**config.mk**
```make
export PLATFORM = sky130hd
export DESIGN_NAME = cfg_port_unlock
export DESIGN_NICKNAME = d
export VERILOG_FILES = /design/src/rtl/cfg_port_pkg.sv /design/src/rtl/cfg_key_detect.sv /design/src/rtl/cfg_reg_bank.sv /design/src/rtl/cfg_gpio_bank.sv /design/src/rtl/cfg_port_unlock.sv
export SDC_FILE = /design/constraint.sdc
export NUM_CORES = 1
export LEC_CHECK = 0
export BUFFER_PORTS_ARGS = -buffer_cell sky130_fd_sc_hd__buf_2
export CAP_MARGIN = 25
export CORE_MARGIN = 2
export CORE_UTILIZATION = 69
export DETAILED_ROUTE_END_ITERATION = 16
export GPL_TIMING_DRIVEN = 0
export HOLD_SLACK_MARGIN = 0.08
export PLACE_DENSITY = 0.95
export SLEW_MARGIN = 15
export SYNTH_ARGS = -nofsm -noshare
export SYNTH_HDL_FRONTEND = slang
export SYNTH_SLANG_ARGS = --single-unit
```
**constraint.sdc**
```tcl
create_clock -name clk_i -period 6.05 [get_ports clk_i]
set_input_delay 0.605 -clock clk_i [delete_from_list [all_inputs] [get_ports clk_i]]
set_output_delay 0.605 -clock clk_i [all_outputs]
set_load 0.02 [all_outputs]
```
**src/rtl/cfg_port_pkg.sv**
```systemverilog
package cfg_port_pkg;
  localparam logic [7:0] KEY_B0      = 8'h87;
  localparam logic [7:0] KEY_B1      = 8'h01;
  localparam logic [7:0] KEY_B2      = 8'h55;
  localparam logic [7:0] KEY_LAST_4E = 8'hAA;
  localparam logic [7:0] KEY_LAST_2E = 8'h55;
  localparam logic [7:0] IDX_CTRL    = 8'h02;
  localparam logic [7:0] IDX_LDN     = 8'h07;
  localparam logic [7:0] EXIT_CMD    = 8'h02;
  localparam int unsigned GPIO_KINDS = 5;

  typedef enum logic [2:0] {
    LK_S0, LK_S1, LK_S2, LK_S3, LK_OPEN
  } lock_state_e;
endpackage

```
**src/rtl/cfg_key_detect.sv**
```systemverilog
module cfg_key_detect
  import cfg_port_pkg::*;
#(
  parameter logic [7:0] BASE_PORT = 8'h4E
) (
  input  logic       clk_i,
  input  logic       rst_ni,
  input  logic       wr_i,
  input  logic [7:0] wdata_i,
  input  logic       exit_i,
  output logic       open_o
);
  localparam logic [7:0] KEY_LAST = (BASE_PORT == 8'h4E) ? KEY_LAST_4E : KEY_LAST_2E;

  lock_state_e state_q, state_d;
  logic [7:0]  exp_b;
  lock_state_e adv;

  always_comb begin
    unique case (state_q)
      LK_S0:   begin exp_b = KEY_B0;   adv = LK_S1;   end
      LK_S1:   begin exp_b = KEY_B1;   adv = LK_S2;   end
      LK_S2:   begin exp_b = KEY_B2;   adv = LK_S3;   end
      LK_S3:   begin exp_b = KEY_LAST; adv = LK_OPEN; end
      default: begin exp_b = KEY_LAST; adv = LK_OPEN; end
    endcase
  end

  always_comb begin
    state_d = state_q;
    if (state_q == LK_OPEN) begin
      if (exit_i) state_d = LK_S0;
    end else if (wr_i) begin
      if (wdata_i == exp_b)       state_d = adv;
      else if (wdata_i == KEY_B0) state_d = LK_S1;  // stray first byte restarts
      else                        state_d = LK_S0;
    end
  end

  always_ff @(posedge clk_i or negedge rst_ni) begin
    if (!rst_ni) state_q <= LK_S0;
    else         state_q <= state_d;
  end

  assign open_o = (state_q == LK_OPEN);

  p_open_after_key_r2: assert property (@(posedge clk_i) disable iff (!rst_ni)
    $rose(open_o) |-> $past(wr_i && wdata_i == KEY_LAST));

  p_stray_restart_r3: assert property (@(posedge clk_i) disable iff (!rst_ni)
    (!open_o && wr_i && wdata_i == KEY_B0) |=> (state_q == LK_S1));

  p_exit_locks_r9: assert property (@(posedge clk_i) disable iff (!rst_ni)
    (open_o && exit_i) |=> !open_o);
endmodule

```
**src/rtl/cfg_reg_bank.sv**
```systemverilog
module cfg_reg_bank #(
  parameter int unsigned NREG = 16,
  localparam int unsigned AW  = $clog2(NREG)
) (
  input  logic          clk_i,
  input  logic          rst_ni,
  input  logic          we_i,
  input  logic [AW-1:0] addr_i,
  input  logic [7:0]    wdata_i,
  output logic [7:0]    rdata_o
);
  logic [7:0] mem_q [NREG];

  always_ff @(posedge clk_i or negedge rst_ni) begin
    if (!rst_ni) begin
      for (int i = 0; i < NREG; i++) mem_q[i] <= 8'h00;
    end else if (we_i) begin
      mem_q[addr_i] <= wdata_i;
    end
  end

  assign rdata_o = mem_q[addr_i];
endmodule

```
**src/rtl/cfg_gpio_bank.sv**
```systemverilog
module cfg_gpio_bank #(
  parameter int unsigned NSETS = 8,
  parameter int unsigned NFULL = 5
) (
  input  logic       clk_i,
  input  logic       rst_ni,
  input  logic       we_i,
  input  logic [2:0] kind_i,
  input  logic [2:0] set_i,
  input  logic [7:0] wdata_i,
  output logic [7:0] rdata_o
);
  logic [7:0] set_rd [NSETS];

  for (genvar s = 0; s < NSETS; s++) begin : g_set
    logic       hit;
    logic [7:0] out_q, pu_q;
    assign hit = we_i && (set_i == 3'(s));

    always_ff @(posedge clk_i or negedge rst_ni) begin
      if (!rst_ni) begin
        out_q <= 8'h00;
        pu_q  <= 8'h00;
      end else if (hit) begin
        if (kind_i == 3'd3) out_q <= wdata_i;
        if (kind_i == 3'd4) pu_q  <= wdata_i;
      end
    end

    if (s < NFULL) begin : g_full
      logic [7:0] sel_q, en_q, pol_q;
      always_ff @(posedge clk_i or negedge rst_ni) begin
        if (!rst_ni) begin
          sel_q <= 8'h00;
          en_q  <= 8'h00;
          pol_q <= 8'h00;
        end else if (hit) begin
          if (kind_i == 3'd0) sel_q <= wdata_i;
          if (kind_i == 3'd1) en_q  <= wdata_i;
          if (kind_i == 3'd2) pol_q <= wdata_i;
        end
      end
      always_comb begin
        unique case (kind_i)
          3'd0:    set_rd[s] = sel_q;
          3'd1:    set_rd[s] = en_q;
          3'd2:    set_rd[s] = pol_q;
          3'd3:    set_rd[s] = out_q;
          3'd4:    set_rd[s] = pu_q;
          default: set_rd[s] = 8'h00;
        endcase
      end
    end else begin : g_part
      always_comb begin
        unique case (kind_i)
          3'd3:    set_rd[s] = out_q;
          3'd4:    set_rd[s] = pu_q;
          default: set_rd[s] = 8'h00;
        endcase
      end
    end
  end

  always_comb begin
    rdata_o = 8'h00;
    for (int s = 0; s < NSETS; s++)
      if (set_i == 3'(s)) rdata_o = set_rd[s];
  end
endmodule

```
**src/rtl/cfg_port_unlock.sv**
```systemverilog
module cfg_port_unlock
  import cfg_port_pkg::*;
#(
  parameter logic [7:0]  BASE_PORT = 8'h4E,
  parameter int unsigned NDEV      = 4,
  parameter int unsigned GPIO_LDN  = 2,
  parameter int unsigned NREG      = 16,
  parameter int unsigned NSETS     = 8,
  parameter int unsigned NFULL     = 5
) (
  input  logic       clk_i,
  input  logic       rst_ni,
  input  logic       wr_en_i,
  input  logic       rd_en_i,
  input  logic       addr_i,
  input  logic [7:0] wdata_i,
  output logic [7:0] rdata_o,
  output logic       unlocked_o
);
  localparam int unsigned AW       = $clog2(NREG);
  localparam logic [7:0]  GEN_BASE = 8'(256 - NREG);

  logic       open;
  logic       wr_idx, wr_dat, exit_cmd;
  logic [7:0] idx_q, ldn_q;
  logic       gen_hit, gpio_hit;
  logic [7:0] gen_off;
  logic [7:0] dev_rd [NDEV];

  assign wr_idx   = wr_en_i && !addr_i && open;
  assign wr_dat   = wr_en_i &&  addr_i && open;
  assign exit_cmd = wr_dat && (idx_q == IDX_CTRL) && (wdata_i == EXIT_CMD);

  cfg_key_detect #(.BASE_PORT(BASE_PORT)) u_key (
    .clk_i  (clk_i),
    .rst_ni (rst_ni),
    .wr_i   (wr_en_i && !addr_i),
    .wdata_i(wdata_i),
    .exit_i (exit_cmd),
    .open_o (open)
  );

  always_ff @(posedge clk_i or negedge rst_ni) begin
    if (!rst_ni) begin
      idx_q <= 8'h00;
      ldn_q <= 8'h00;
    end else begin
      if (wr_idx) idx_q <= wdata_i;
      if (wr_dat && idx_q == IDX_LDN) ldn_q <= wdata_i;
    end
  end

  assign gen_hit  = (idx_q >= GEN_BASE);
  assign gen_off  = idx_q - GEN_BASE;
  assign gpio_hit = (idx_q[7:6] == 2'b11) && (idx_q[5:3] < 3'(GPIO_KINDS));

  for (genvar d = 0; d < NDEV; d++) begin : g_dev
    logic       sel;
    logic [7:0] raw;
    assign sel = (ldn_q == 8'(d));
    if (d == GPIO_LDN) begin : g_gpio
      cfg_gpio_bank #(.NSETS(NSETS), .NFULL(NFULL)) u_gpio (
        .clk_i  (clk_i),
        .rst_ni (rst_ni),
        .we_i   (wr_dat && sel && gpio_hit),
        .kind_i (idx_q[5:3]),
        .set_i  (idx_q[2:0]),
        .wdata_i(wdata_i),
        .rdata_o(raw)
      );
      assign dev_rd[d] = gpio_hit ? raw : 8'h00;
    end else begin : g_gen
      cfg_reg_bank #(.NREG(NREG)) u_bank (
        .clk_i  (clk_i),
        .rst_ni (rst_ni),
        .we_i   (wr_dat && sel && gen_hit),
        .addr_i (gen_off[AW-1:0]),
        .wdata_i(wdata_i),
        .rdata_o(raw)
      );
      assign dev_rd[d] = gen_hit ? raw : 8'h00;
    end
  end

  always_comb begin
    rdata_o = 8'h00;
    if (rd_en_i) begin
      if (!addr_i || !open)      rdata_o = 8'hFF;
      else if (idx_q == IDX_LDN) rdata_o = ldn_q;
      else begin
        for (int d = 0; d < NDEV; d++)
          if (ldn_q == 8'(d)) rdata_o = dev_rd[d];
      end
    end
  end

  assign unlocked_o = open;

  p_locked_read_r4: assert property (@(posedge clk_i) disable iff (!rst_ni)
    (!unlocked_o && rd_en_i && addr_i) |-> (rdata_o == 8'hFF));

  p_locked_write_r4: assert property (@(posedge clk_i) disable iff (!rst_ni)
    (!unlocked_o && wr_en_i && addr_i) |=> $stable(ldn_q));

  p_exit_keeps_r9: assert property (@(posedge clk_i) disable iff (!rst_ni)
    exit_cmd |=> ($stable(idx_q) && $stable(ldn_q) && !unlocked_o));
endmodule

```
After elaboration in Yosys (flattened, before gate mapping)
Index checks and enable logic that the tools add are counted.
W data, S select, Z words.
{"block": "totals", "regBits": 651, "output_inout_bits": 9, "elab_cells": 225}
{"block": "classes", "addsub": 1, "order_cmp": 4, "eq_ne": 24, "muxes": 48, "bitwise": 1, "reduce_logical": 65}
{"operator": "$bwmux W128", "count": 3}
{"operator": "$mux W8", "count": 26}
{"operator": "$pmux W8 S5", "count": 5}
{"operator": "$bmux W8 S4", "count": 3}
{"operator": "$reduce_and A2 Y1", "count": 32}
{"operator": "$pmux W8 S2", "count": 3}
{"operator": "$demux W8 S4", "count": 1}
{"operator": "$eq A8 B2 Y1 const B", "count": 4}
{"operator": "$logic_and A1 B1 Y1", "count": 25}
{"operator": "$pmux W8 S3", "count": 1}
{"operator": "$eq A3 B3 Y1 const B", "count": 6}
{"operator": "$eq A3 B2 Y1 const B", "count": 5}
{"operator": "$mux W3", "count": 4}
{"operator": "$eq A3 B1 Y1 const B", "count": 3}
{"operator": "$logic_not A3 Y1", "count": 3}
{"operator": "$pmux W3 S3", "count": 1}
{"operator": "$eq A8 B1 Y1 const B", "count": 1}
{"operator": "$eq A8 B3 Y1 const B", "count": 1}
{"operator": "$eq A8 B8 Y1", "count": 1}
{"operator": "$eq A8 B8 Y1 const B", "count": 1}
{"operator": "$ge A8 B8 Y1 const B", "count": 1}
{"operator": "$logic_not A8 Y1", "count": 1}
{"operator": "$ge A5 B5 Y1 const B", "count": 1}
{"operator": "$lt A5 B1 Y1 const B", "count": 1}
{"operator": "other kinds (9)", "count": 10}

Longest topological paths before layout
{"block": "logic_depth", "ltp_word": 16, "mapped_depth": 11}

Hierarchy
A second synthesis with hierarchy kept.
{"block": "hier_totals", "cells_unflattened": 2113, "area_unflattened_um2": 31218.7}
{"module": "cfg_reg_bank", "n_inst": 3, "cells_per_inst": 368, "area_per_inst_um2": 5983.2, "seq_area_each_um2": 3203.1}
{"module": "cfg_gpio_bank", "n_inst": 1, "cells_per_inst": 870, "area_per_inst_um2": 11811.3, "seq_area_each_um2": 6206.0}
{"module": "cfg_port_unlock", "n_inst": 1, "cells_per_inst": 97, "area_per_inst_um2": 1098.6, "seq_area_each_um2": 400.4}
{"module": "cfg_key_detect", "n_inst": 1, "cells_per_inst": 42, "area_per_inst_um2": 359.1, "seq_area_each_um2": 75.1}

Least setup slack after synthesis
No wires, ideal clock.
{"block": "synth_timing", "path_type": "register to output", "start": "register idx_q[3]", "end": "output rdata_o[1]", "arrival_ns": 2.616, "required_ns": 5.445, "path_slack_ns": 2.829, "stages_incl_launch_ff": 10, "cell_sequence": "dfrtp_1 buf_2 nor3b_1 buf_2 buf_1 clkbuf_1 a22oi_1 o21ai_0 a21oi_1 o32ai_1"}
{"block": "synth_between", "elab_chain_len": 16, "elab_cells_between_ends": 47}
{"item": "start, declared", "line_no": "cfg_port_unlock.sv:25", "rtl": "logic [7:0] idx_q, ldn_q;"}
{"item": "start signal, assigned", "line_no": "cfg_port_unlock.sv:48", "rtl": "if (wr_idx) idx_q <= wdata_i;"}
{"item": "branches (longest 13 deep; another with $sub A4 B1 Y4)"}
{"item": "$mux W8 (*)", "line_no": "cfg_port_unlock.sv:89", "rtl": "else if (idx_q == IDX_LDN) rdata_o = ldn_q;"}
{"item": "$mux W8 (*)", "line_no": "cfg_port_unlock.sv:88", "rtl": "if (!addr_i || !open) rdata_o = 8'hFF;"}
{"item": "$mux W8 (*)", "line_no": "cfg_port_unlock.sv:87", "rtl": "if (rd_en_i) begin"}
{"item": "end, declared", "line_no": "cfg_port_unlock.sv:17", "rtl": "output logic [7:0] rdata_o,"}
Every way passes the cells marked *. The select of a mux whose other input is x is not followed.

Worst setup path in the final report
{"block": "layout_timing", "start": "register idx_q[1]", "end": "output rdata_o[6]"}
{"block": "layout_between", "elab_chain_len": 15, "elab_cells_between_ends": 40}
{"item": "branches (longest 12 deep; another with $sub A4 B1 Y4)"}
{"item": "$mux W8 (*)", "line_no": "cfg_port_unlock.sv:89"}
{"item": "$mux W8 (*)", "line_no": "cfg_port_unlock.sv:88"}
{"item": "$mux W8 (*)", "line_no": "cfg_port_unlock.sv:87"}
Marked as above.

==> flow_summary.yaml <==
routing:
  vias: 22000
  wirelength_um: 110000
  first_pass_iters: 7
  first_iter_violations: 3136
  routed_via_density: 7.58
  drc: 0
  antenna_left: 0
  avgRoutedWirePerCell_um: 37.9
global_route:
  grt_overflow: 0
  met2_usage: 0.706
  grt_max_degree: 107
  top_usage_layer: "met2"
  grt_pass1_wl_um: 157000
  first_global_vias: 22600
  grt_antenna_before_repair: 2
  met3_usage: 0.140
  gr-usage-met1: 0.608
  grt_usage: 0.483
logic_synthesis:
  yosysUniqueCellTypes: 67
  synth-edff-count: 0
  synth-seq-area-share: 0.534
  yosysWarnings: 0
  ys_async_sr_fraction: 1.00
  synth.avg_cell_area_um2: 14.2
  synth_top_flop_cell: "dfrtp_1"
  synth_seq_cells: 651
  syn-cell-area_um2: 30500
  syn-num-nets: 2159
  syn_inst: 2146
worst_hold_path:
  hold_class: "in -> reg"
  holdPathStages: 4
power:
  power_frac_clock: 0.479
  internal-power_mw: 6.83
  power_per_cell_area_nw_per_um2: 263
  cellLeakagePower_nw: 15.9
  vdd_drop_max_v: 0.000255
  p_total_mw: 8.90
  swShare: 0.233
  p_comb_frac: 0.032
  switchingPower_mw: 2.07
  p_seq_frac: 0.489
layout:
  areaGrowthSynthToFinish_pct: 11.1
  nNetsFinal: 2269
  drive_above_1_share: 0.440
setup_path:
  cp.arrival_ps: 5530
  cp-start-kind: "register"
  reg2reg_slack_ps: 1710
  setup.worst_path.end_class: "output pin"
  worstRegToRegCells: 7
  worstSetupPathType: "reg -> out"
  cp_max_fo: 10
  cp.required_ps: 5440
placement:
  place_ws_ps: 738
  gp_congestion: 1.06
  portBuffers: 21
  dpl.hpwl_um: 73200
floorplanning:
  rows: 77
  die_y_um: 214
  start_util: 0.694
  die_area_um2: 45900
  fp.dieW_um: 214
  ioPinCount: 22
  core_area_um2: 43900
timing:
  setup_slack_ps: -83.0
  fin_worst_skew_ps: 35.7
  period_minus_slack_ps: 6130
  finalHoldViolations: 0
  drv_slew: 0
  rsz0062_at_grt: "false"
  worstMarginPinSlew_ps: 1200
  finalSetupViolations: 1
  relSlewSlack: 0.199
  finalCritPeriodShare: 1.01
  max_clock_freq_mhz: 163
clocking:
  ctsLongestPathBuffers: 3
  cts.reportedPaths.clkPinSlew_ps: 70
  htree_num_levels: 3
  cts_setup_buffers: 0
  cts_root_buf: "clkbuf_16"
  clk_latency_ps: 640
  clock_sinks: 651
  numCtsBuffers: 67
  cts_tree: "built"
run:
  timing.max_cap.violations: 0
status:
  outcome: "finished with violations"
  failed_checks: "setup timing"
## sequential cells by signal, summed over array words and instances, names as in the netlist
name and flops:
g_dev.g_gen.u_bank.mem_q 384, g_dev.g_gpio.u_gpio.g_set.g_full.en_q 40, g_dev.g_gpio.u_gpio.g_set.g_full.pol_q 40, g_dev.g_gpio.u_gpio.g_set.g_full.sel_q 40
g_dev.g_gpio.u_gpio.g_set.out_q 64, g_dev.g_gpio.u_gpio.g_set.pu_q 64, idx_q 8, ldn_q 8
u_key.state_q 3
## power groups by stage
stage                     Combinational, mW  Sequential (mW)  Clock (mW)
final                                 0.285             4.35        4.26
after global routing                  0.297             4.35        4.41
after CTS                             0.270             4.35        4.22
after detailed placement              0.267             4.43           0
after global placement                0.242             4.44           0
after floorplan                      0.0639             4.44           0
## metal layers
metal	vias to the layer above	part of all wire
met5	-	0
met4	0	0.095
met3	569	0.12
met2	1825	0.44
met1	11300	0.35
li1	8261	-
## cells in the mapped netlist (all sizes together), types with 3 or more instances
| cell type | count | share of area |
|---|---|---|
| buf | 44 | 0.0071 |
| mux2i | 27 | 0.0089 |
| or4 | 3 | 0.00074 |
| nor2b | 11 | 0.0023 |
| nor2 | 76 | 0.015 |
| nor3 | 28 | 0.0080 |
| or3 | 4 | 0.00082 |
| mux4 | 106 | 0.078 |
| inv | 7 | 0.00086 |
| nor4 | 4 | 0.0010 |
| nor3b | 5 | 0.0012 |
| and3 | 9 | 0.0018 |
| o22ai | 10 | 0.0021 |
| o31ai | 3 | 0.00074 |
| a22oi | 68 | 0.017 |
| a32oi | 3 | 0.00086 |
| nand3b | 3 | 0.00074 |
| a21o | 3 | 0.00074 |
| and2 | 3 | 0.00062 |
| a31oi | 4 | 0.00082 |
| o21ai | 19 | 0.0031 |
| o221ai | 13 | 0.0037 |
| a22o | 7 | 0.0020 |
| nand4 | 6 | 0.0012 |
| a221o | 6 | 0.0020 |
| nand2b | 6 | 0.0013 |
| and3b | 5 | 0.0014 |
| a221oi | 22 | 0.0063 |
| mux2 | 663 | 0.24 |
| dfrtp | 651 | 0.53 |
| nand3 | 36 | 0.0079 |
| nand2 | 79 | 0.0097 |
| clkbuf | 120 | 0.015 |
| o211ai | 8 | 0.0020 |
| a21oi | 60 | 0.0098 |
## placed cells by master (no fill, tap or decap), drive strengths merged, types with 4 or more instances in the layout
master  Yosys  final
mux2i      27     27
nand2b      6      6
mux4      106    106
o22ai      10     10
o221ai     13     13
o211ai      8      8
o21ai      19     19
bufinv      0      6
a31oi       4      4
and3b       5      5
nor4        4      4
a221oi     22     22
buf        44     82
a22o        7      7
or3         4      4
nand3      36     36
and3        9      9
clkinv      1     17
nor3b       5      5
inv         7     11
a221o       6      6
a22oi      68     68
dfrtp     651    651
nand2      79     79
a21oi      60     60
nor2       76     76
nor2b      11     11
nor3       28     28
clkbuf    120    210
mux2      663    663
nand4       6      6
## metrics by stage
stage,cell area [um2],hold WS (ps),utilization,TNS (ps),std cells
2_1_floorplan,30500,309,-,0,2146
3_3_place_gp,31300,462,0.713,-5265680,2759
3_5_place_dp,31600,479,0.719,0,2773
4_1_cts,33800,378,0.769,0,2890
5_1_grt,33900,423,0.771,0,2896
6_report,33900,388,0.771,-83.0,2896
## worst paths after layout
path                                                             from                                                    to
setup / recovery                                 idx_q[1]$_DFFE_PN0P_                                            rdata_o[6]
hold reg to reg            g_dev[0].g_gen.u_bank.mem_q[1]$_DFFE_PN0P_            g_dev[0].g_gen.u_bank.mem_q[1]$_DFFE_PN0P_
setup reg to reg                                 idx_q[1]$_DFFE_PN0P_           g_dev[3].g_gen.u_bank.mem_q[58]$_DFFE_PN0P_
hold / removal                                                 addr_i                          u_key.state_q[2]$_DFFE_PN0P_
min in group asynchronous                                      rst_ni  g_dev[2].g_gpio.u_gpio.g_set[5].out_q[6]$_DFFE_PN0P_
max in group asynchronous                                      rst_ni           g_dev[1].g_gen.u_bank.mem_q[61]$_DFFE_PN0P_
## final cells by class
class / instances / area, um2
Antenna cell: 1 / 2.50
Tap cell: 592 / 741
Clock buffer: 89 / 1860
Clock inverter: 27 / 325
Buffer: 164 / 677
Timing Repair Buffer: 41 / 429
Sequential cell: 651 / 16300
Inverter: 8 / 30.0
Fill cell: 2516 / 10100
Multi-Input combinational cell: 1323 / 13500
## logic make-up (layout without fill, tap and decap cells)
kind of cell / after synthesis / count (layout) / synth area share
compound gates: 247 / 247 / 0.0569
other cells: 0 / 1 / 0
buf+inv: 172 / 329 / 0.0229
flops: 651 / 651 / 0.534
simple gates: 280 / 280 / 0.0541
mux: 796 / 796 / 0.332
## timing repair
| item | CTS | global route |
|---|---|---|
| hold endpoints to repair | 49 | 0 |
| hold buffers | 1 | 0 |
| endpoints found under the setup margin | 0 | 1 |
| gates resized for setup | 0 | 3 |
## critical path, cell delays in order, from the launching register on
cell and delay (ps):
dfrtp_1 320, clkbuf_1 300, clkbuf_1 770, buf_1 880
clkbuf_1 860, mux4_2 430, a22oi_1 240, nand2_1 80
a22oi_1 480, a41oi_1 280, buf_2 230
Note: power is estimated with default switching activity, not from simulation.
